### src/rtl/dma_req_pkg.sv
package dma_req_pkg;

  // Words that the DMA may move for one direction.
  // For the input FIFO that is free space; for the output FIFO it is stored data.
  function automatic int unsigned movable_words(int unsigned fill,
                                                int unsigned depth,
                                                bit          is_input);
    if (is_input) return (fill > depth) ? 0 : depth - fill;
    return fill;
  endfunction

  // Threshold test shared by burst and single requests.
  function automatic logic enough(int unsigned avail, int unsigned need);
    return avail >= need;
  endfunction

  // Next state of a sticky request register.
  function automatic logic req_next(logic cur, logic gate, logic clr, logic cond);
    return gate & ~clr & (cur | cond);
  endfunction

endpackage

### src/rtl/dma_req_cell.sv
module dma_req_cell (
  input  logic clk,
  input  logic rst,
  input  logic gate,
  input  logic cond,
  input  logic clr,
  output logic req
);
  import dma_req_pkg::*;

  logic req_q;

  always_ff @(posedge clk) begin
    if (rst) req_q <= 1'b0;
    else     req_q <= req_next(req_q, gate, clr, cond);
  end

  assign req = req_q;

  AST_CLR_DROPS:   assert property (@(posedge clk) disable iff (rst) clr |=> !req);
  AST_GATE_DROPS:  assert property (@(posedge clk) disable iff (rst) !gate |=> !req);
  AST_HOLD:        assert property (@(posedge clk) disable iff (rst) (req && gate && !clr) |=> req);
  AST_RISE_CAUSE:  assert property (@(posedge clk) disable iff (rst) $rose(req) |-> $past(cond));
endmodule

### src/rtl/dma_req_chan.sv
module dma_req_chan #(
  parameter int DEPTH       = 8,
  parameter int BURST_WORDS = 4,
  parameter bit IS_INPUT    = 1'b0,
  localparam int CW         = $clog2(DEPTH + 1)
) (
  input  logic          clk,
  input  logic          rst,
  input  logic          gate,
  input  logic [CW-1:0] fill,
  input  logic          burst_clr,
  input  logic          single_clr,
  output logic          burst_req,
  output logic          single_req
);
  import dma_req_pkg::*;

  // Named events for the checks below.
  logic burst_ok;
  logic single_ok;
  int unsigned avail;

  always_comb begin
    avail     = movable_words(32'(fill), DEPTH, IS_INPUT);
    burst_ok  = enough(avail, BURST_WORDS);
    single_ok = enough(avail, 1);
  end

  dma_req_cell u_burst (
    .clk (clk), .rst (rst), .gate (gate), .cond (burst_ok),
    .clr (burst_clr), .req (burst_req)
  );

  dma_req_cell u_single (
    .clk (clk), .rst (rst), .gate (gate), .cond (single_ok),
    .clr (single_clr), .req (single_req)
  );

  generate
    if (IS_INPUT) begin : g_in_chk
      AST_IN_BURST_ROOM: assert property (@(posedge clk) disable iff (rst)
        (gate && !burst_clr && (DEPTH - int'(fill) >= BURST_WORDS)) |=> burst_req);
      AST_IN_SINGLE_ROOM: assert property (@(posedge clk) disable iff (rst)
        (gate && !single_clr && (int'(fill) < DEPTH)) |=> single_req);
    end else begin : g_out_chk
      AST_OUT_BURST_DATA: assert property (@(posedge clk) disable iff (rst)
        (gate && !burst_clr && (int'(fill) >= BURST_WORDS)) |=> burst_req);
      AST_OUT_SINGLE_DATA: assert property (@(posedge clk) disable iff (rst)
        (gate && !single_clr && (fill != '0)) |=> single_req);
    end
  endgenerate
endmodule

### src/rtl/fifo_dma_req.sv
module fifo_dma_req #(
  parameter int DEPTH       = 8,
  parameter int BURST_WORDS = 4,
  localparam int CW         = $clog2(DEPTH + 1)
) (
  input  logic          clk,
  input  logic          rst,
  input  logic          periph_en,
  input  logic          in_dma_en,
  input  logic          out_dma_en,
  input  logic [CW-1:0] in_fill,
  input  logic [CW-1:0] out_fill,
  input  logic          in_burst_clr,
  input  logic          in_single_clr,
  input  logic          out_burst_clr,
  input  logic          out_single_clr,
  output logic          in_burst_req,
  output logic          in_single_req,
  output logic          out_burst_req,
  output logic          out_single_req
);
  logic in_gate;
  logic out_gate;

  assign in_gate  = periph_en & in_dma_en;
  assign out_gate = periph_en & out_dma_en;

  dma_req_chan #(.DEPTH(DEPTH), .BURST_WORDS(BURST_WORDS), .IS_INPUT(1'b1)) u_in (
    .clk (clk), .rst (rst), .gate (in_gate), .fill (in_fill),
    .burst_clr (in_burst_clr), .single_clr (in_single_clr),
    .burst_req (in_burst_req), .single_req (in_single_req)
  );

  dma_req_chan #(.DEPTH(DEPTH), .BURST_WORDS(BURST_WORDS), .IS_INPUT(1'b0)) u_out (
    .clk (clk), .rst (rst), .gate (out_gate), .fill (out_fill),
    .burst_clr (out_burst_clr), .single_clr (out_single_clr),
    .burst_req (out_burst_req), .single_req (out_single_req)
  );

  AST_RESET_CLEAN: assert property (@(posedge clk)
    rst |=> !(in_burst_req || in_single_req || out_burst_req || out_single_req));
  AST_IN_GATED: assert property (@(posedge clk) disable iff (rst)
    !in_dma_en |=> !(in_burst_req || in_single_req));
  AST_OUT_GATED: assert property (@(posedge clk) disable iff (rst)
    !out_dma_en |=> !(out_burst_req || out_single_req));
endmodule

### config.mk
export PLATFORM = sky130hd
export DESIGN_NAME = fifo_dma_req
export DESIGN_NICKNAME = d
export VERILOG_FILES = /design/src/rtl/dma_req_pkg.sv /design/src/rtl/dma_req_cell.sv /design/src/rtl/dma_req_chan.sv /design/src/rtl/fifo_dma_req.sv
export SDC_FILE = /design/constraint.sdc
export NUM_CORES = 1
export LEC_CHECK = 0
export ABC_AREA = 1
export BUFFER_PORTS_ARGS = -buffer_cell sky130_fd_sc_hd__buf_2
export CAP_MARGIN = 10
export CORE_AREA = 2 2 39 41
export DETAILED_ROUTE_END_ITERATION = 8
export DIE_AREA = 0 0 41 43
export MAX_ROUTING_LAYER = met4
export PLACE_DENSITY = 0.54
export SLEW_MARGIN = 0
export SYNTH_ARGS = -nofsm -noshare
export SYNTH_HDL_FRONTEND = slang
export SYNTH_SLANG_ARGS = --single-unit
### constraint.sdc
create_clock -name clk -period 1.18 [get_ports clk]
set_input_delay 0.236 -clock clk [delete_from_list [all_inputs] [get_ports clk]]
set_output_delay 0.236 -clock clk [all_outputs]
set_load 0.005 [all_outputs]
==> impl_metrics.tcl, run 1 <==
set metrics [dict create \
    outcome "finished clean" \
    hold_violations 0 \
    pwr-share-seq_pct 37.1 \
    rows 14 \
    final_cell_mix "buf_2, inv_1, nand2_1, nor2_1, dfxtp_1" \
    first_iter_violations 0 \
    post_cts_buffers 0 \
    synth_seq_cells 4 \
    syn_inst 36 \
    grt_usage_pct 9.156 \
    finalCritPeriodShare_pct 77.27 \
    syn_avg_cell_area_um2 6.465 \
    fin_crit_ns 0.9117 \
    leakagePower_nw 0.2219 \
    start_util_pct 16.82 \
    finalSetupTns_ns 0 \
    clockBufferDepth 2 \
    fin_skew_ns 0 \
    cts_buffers 3 \
    first_pass_iters 1 \
    ios 21 \
    ctsRootBufferMaster "clkbuf_4" \
    setup_viol 0 \
    grt_pass1_vias 303 \
    cts.clk_slew.worst_paths_ns 0.04 \
    setup_slack_ns 0.2683 \
    wl_um 568 \
    num_vias 301 \
    synth_top_cell_area_share_pct 34.41 \
    layout.nets 79 \
    slew_viol_final 0 \
    design_area_um2 375.4 \
    fillCellCount 159 \
    synth.distinct_cells 14 \
    final_layout_size_suffix_gt1_share_pct 40.68 \
    grt_pass1_wl_mm 1.007 \
    power.density_nw_per_um2 1007 \
    vias_per_cell 4.013 \
    crit_arrival_ns 1.04 \
    cts_tree "built" \
    worstSetupPathType "input port to flip-flop" \
    final_common_cell "buf_2" \
    wire_per_inst_um 7.573 \
    yosys_warnings 0 \
    dieWidth_um 41 \
    min_path_type "input port to flip-flop" \
    syn_area_um2 232.7 \
    worstSetupEndpointType "flip-flop" \
    comb_power_share_pct 17.4 \
    regArea_um2 80.08 \
    htreeDepth 1 \
    multi_input_area_um2 126.4 \
    drc 0 \
    rsz0062_at_grt "no" \
    coreArea_um2 1384 \
    drv_cap 0 \
    n_antenna_cell 0 \
    grt_max_degree 5 \
    dpl.hpwl_um 482.1 \
    ant_nets 0 \
    worstPathRequired_ns 1.31 \
    syn-num-nets 54 \
    die_h_um 43 \
    yosysSeqAreaShare_pct 34.41 \
    p_clk_share_pct 45.5 \
    syn_to_final_growth_pct 61.29 \
    dieArea_um2 1763 \
    antenna_found_initial 0 \
    overflow 0 \
    clock.fmax_ghz 1.097 \
    ir_drop_mv 0.3436 \
    routabilityCongestion 0.6453 \
    p_int_uw 288.7 \
    cp-start-kind "input port" \
    clk-insertion-delay-late_ns 0.23 \
    critPathMaxFanout 3 \
    slew_headroom_pct 86.98 \
    cts.sinks 4 \
    synth_area_leader_cell "dfxtp_1" \
    port_buffers 20 \
    synth_area_leaders "dfxtp_1, inv_1, nand2_1" \
    cts_resized 0 \
    p_switching_uw 89.40 \
    pre_cts_slack_ns 0.02666 \
    switching_share_pct 23.65 \
    cts-hold-fix-buffers 0 \
    worst_slew_pin_slew_ns 0.1936 \
    placed_area_um2 352.8 \
]
==> metal layers <==
| metal | vias up | wire, um | global-route usage, % |
|---|---|---|---|
| met3 | 0 | 57 | 3.141 |
| met1 | 123 | 243 | 9.646 |
| met4 | 0 | 0 | 10.00 |
| met2 | 17 | 266 | 11.88 |
| met5 | - | 0 | - |
| li1 | 161 | - | - |
==> area by class of cell <==
| type | count | area share [%] |
|---|---|---|
| inverters | 7 | 7.000 |
| well taps | 16 | 5.333 |
| repair buffers | 20 | 26.67 |
| clock buffers | 3 | 6.000 |
| flip-flops and latches | 4 | 21.33 |
| multi-input cells | 25 | 33.67 |
==> through the flow <==
stage          hold WS, ns  utilization, %  std cells  power, mW
4_1_cts             0.1506           27.12         75     0.3910
3_5_place_dp        0.4070           25.50         72     0.2089
2_1_floorplan       0.3138               -         36     0.1727
5_1_grt             0.1595           27.12         75     0.4145
3_3_place_gp        0.4028           25.50         72     0.2078
6_report            0.1606           27.12         75     0.3781
==> critical path, stage by stage <==
cell      delay, ns
buf_2          0.08
inv_1          0.05
ha_1           0.22
inv_1          0.06
nand2_1        0.04
nand3b_1       0.10
nand2_1        0.06
o21ai_0        0.14
inv_1          0.05
==> power by group through the flow <==
stage | registers, mW | logic (mW) | clock network (mW)
2_1_floorplan | 0.143 | 0.0298 | 0
3_3_place_gp | 0.143 | 0.0653 | 0
3_5_place_dp | 0.142 | 0.0665 | 0
4_1_cts | 0.140 | 0.0667 | 0.184
5_1_grt | 0.141 | 0.0773 | 0.197
6_report | 0.140 | 0.0658 | 0.172
==> cells in the mapped netlist <==
cell      n
nand2_1   6
nor2_1    5
nand3_1   3
ha_1      1
o21ai_0   1
o21ai_1   1
nand3b_1  1
nor4_1    1
nor3_1    2
or3_1     2
dfxtp_1   4
or2_2     1
inv_1     7
a21oi_1   1
==> worst paths after layout <==
kind | start | slack (ns) | depth (start not counted) | to
max | in_fill[0] | 0.27 | 9 | u_in.u_burst.req$_SDFF_PP0_
min | out_burst_clr | 0.16 | 2 | u_out.u_burst.req$_SDFF_PP0_
max reg2reg | u_out.u_single.req$_SDFF_PP0_ | 0.31 | 3 | u_out.u_single.req$_SDFF_PP0_
min reg2reg | u_in.u_burst.req$_SDFF_PP0_ | 0.47 | 2 | u_in.u_burst.req$_SDFF_PP0_
==> logic make-up (layout without fill, tap and decap cells) <==
family | count (synthesis) | count (layout) | synth area share [%]
compound gates | 3 | 3 | 6.445
fa+ha+maj | 1 | 1 | 5.375
buf+inv | 7 | 30 | 11.29
flops | 4 | 4 | 34.41
simple gates | 21 | 21 | 42.48
==> registers in the layout, summed over array words and instances (netlist names) <==
name,flops
u_out.u_single.req,1
u_in.u_burst.req,1
u_in.u_single.req,1
u_out.u_burst.req,1
(Power assumes the default switching activity.)
==> run 2: changes to the inputs <==
Clock period 1.18 ns to 1 ns, I/O delays scaled along.
==> run 2 against run 1 <==
Critical endpoint unchanged. Sequential share of layout area is 0.82 points lower. Clock power rose by 10%. First-iteration DRC count is 1 higher. Clock skew stayed put. Critical path type unchanged. Worst setup slack worse by 0.16 ns. Global-route usage decreased by 1.4 points. Routed wire length is 0.35% lower. Via count is 1.0% lower. Power is 16% higher. Register-to-register slack lost 0.17 ns. Sequential cell count unchanged. Non-clock buffer count grew 2.
==> impl_metrics.tcl, run 2 (synthesis results as in run 1) <==
set metrics [dict create \
    crit_arrival_ns 1.01 \
    finalSetupTns_ns 0 \
    slew_headroom_pct 86.64 \
    ant_nets 0 \
    min_path_type "input port to flip-flop" \
    outcome "finished clean" \
    fin_crit_ns 0.8905 \
    crit_slowest_cell "ha_1" \
    placed_area_um2 367.9 \
    worstSetupPathType "input port to flip-flop" \
    crit_path_end "u_in.u_burst.req$_SDFF_PP0_" \
    dieArea_um2 1763 \
    critPathMaxStageDelay_ns 0.22 \
    regArea_um2 80.08 \
    first_pass_iters 2 \
    wl_um 566 \
    worstSetupEndpointType "flip-flop" \
    overflow 0 \
    slew_viol_final 0 \
    cp.buffers_inverters 4 \
    power.density_nw_per_um2 1126 \
    fillCellCount 162 \
    syn_to_final_growth_pct 67.74 \
    hold_ws_ns 0.1314 \
    rows 14 \
    hold_violations 0 \
    antenna_found_initial 0 \
    ctsRootBufferMaster "clkbuf_4" \
    grt_max_degree 5 \
    n_antenna_cell 0 \
    fin_skew_ns 0 \
    num_vias 298 \
    crit_path_start "in_fill[0]" \
    layout.nets 81 \
    coreArea_um2 1384 \
    critPathMaxFanout 3 \
    cp_cell_sequence "buf_2 -> inv_1 -> ha_1 -> inv_1 -> nand2_1 -> nand3b_1 -> nand2_1 -> o21ai_0 -> inv_1" \
    placedCellCount 74 \
    dr_wl_met3_um 64 \
    cts.clk_slew.worst_paths_ns 0.03 \
    start_util_pct 16.82 \
    grt_pass1_vias 261 \
    post_cts_buffers 0 \
    worstPathRequired_ns 1.12 \
    final_common_cell "buf_2" \
    finalPower_uw 439.5 \
    cts_tree "built" \
    r2r_setup_slack_ns 0.14 \
    grt_pass1_wl_um 841 \
    clockBufferDepth 2 \
    first_iter_violations 1 \
    drc 0 \
    drv_cap 0 \
    multi_input_area_um2 126.4 \
    crit_cells 9 \
    clock.fmax_ghz 1.123 \
    r2r-end "u_out.u_single.req$_SDFF_PP0_" \
    reg2reg_from "u_out.u_single.req$_SDFF_PP0_" \
    finalCritPeriodShare_pct 89.05 \
    top_layer "met3" \
    die_h_um 43 \
    final_layout_size_suffix_gt1_share_pct 42.62 \
    design_area_um2 390.4 \
    rsz0062_at_grt "no" \
    cp-start-kind "input port" \
    cts.sinks 4 \
    stdcell_count 77 \
    worst_slew_pin_slew_ns 0.1986 \
    path_common_cell "inv_1" \
    reg2reg_depth 3 \
    wl_met1_um 221 \
    cts-hold-fix-buffers 0 \
    ir_drop_mv 0.6047 \
    grt_usage_pct 7.795 \
    met2_length_um 280 \
    cts_resized 0 \
    routabilityCongestion 0.6696 \
    leakagePower_nw 0.2315 \
    setup_viol 0 \
    htreeDepth 1 \
    clk-insertion-delay-late_ns 0.23 \
    critPathTopFamily "buffers and inverters" \
    wire_per_inst_um 7.351 \
    final_cell_mix "buf_2, inv_1, nand2_1, nor2_1, dfxtp_1" \
    dieWidth_um 41 \
    port_buffers 20 \
    cts_buffers 3 \
    ios 21 \
    vias_per_cell 3.870 \
]
==> run 2: cell count changes in the layout (fill, tap and decap cells not counted), sizes merged <==
cell | previous run | this run
buf | 20 | 22
==> run 2: power by group <==
part | internal [mW] | total (mW) | switching, mW
Sequential | 0.164 | 0.166 | 0.00154
Combinational | 0.0470 | 0.0833 | 0.0362
Clock | 0.134 | 0.190 | 0.0568
Total | 0.345 | 0.439 | 0.0946
==> run 2: metal layers <==
metal / track usage, % / up-vias
met5: - / -
met1: 7.325 / 115
li1: - / 166
met4: 10.00 / 0
met3: 1.571 / 0
met2: 10.94 / 17
==> run 2: layout make-up <==
class                           instances  share of cell area (%)
Clock buffer                            3                   5.769
Inverter                                7                   6.731
Multi-Input combinational cell         25                   32.37
Sequential cell                         4                   20.51
Tap cell                               16                   5.128
Timing Repair Buffer                   22                   29.49
==> run 2: stage by stage <==
stage / worst slack, ns / utilization [%]
3_3_place_gp: -0.09254 / 26.58
6_report: 0.1095 / 28.21
4_1_cts: 0.1108 / 28.21
2_1_floorplan: 0.04809 / -
3_5_place_dp: -0.1246 / 26.58
5_1_grt: 0.04490 / 28.21
==> run 2: worst min path at each step <==
stage	from	end	slack [ns]	depth (start not counted)
after floorplan	out_burst_clr	u_out.u_burst.req$_SDFF_PP0_	0.28	1
after global placement	out_burst_clr	u_out.u_burst.req$_SDFF_PP0_	0.37	2
after detailed placement	out_burst_clr	u_out.u_burst.req$_SDFF_PP0_	0.37	2
after CTS	out_burst_clr	u_out.u_burst.req$_SDFF_PP0_	0.12	2
after global routing	out_burst_clr	u_out.u_burst.req$_SDFF_PP0_	0.14	2
final	out_burst_clr	u_out.u_burst.req$_SDFF_PP0_	0.13	2
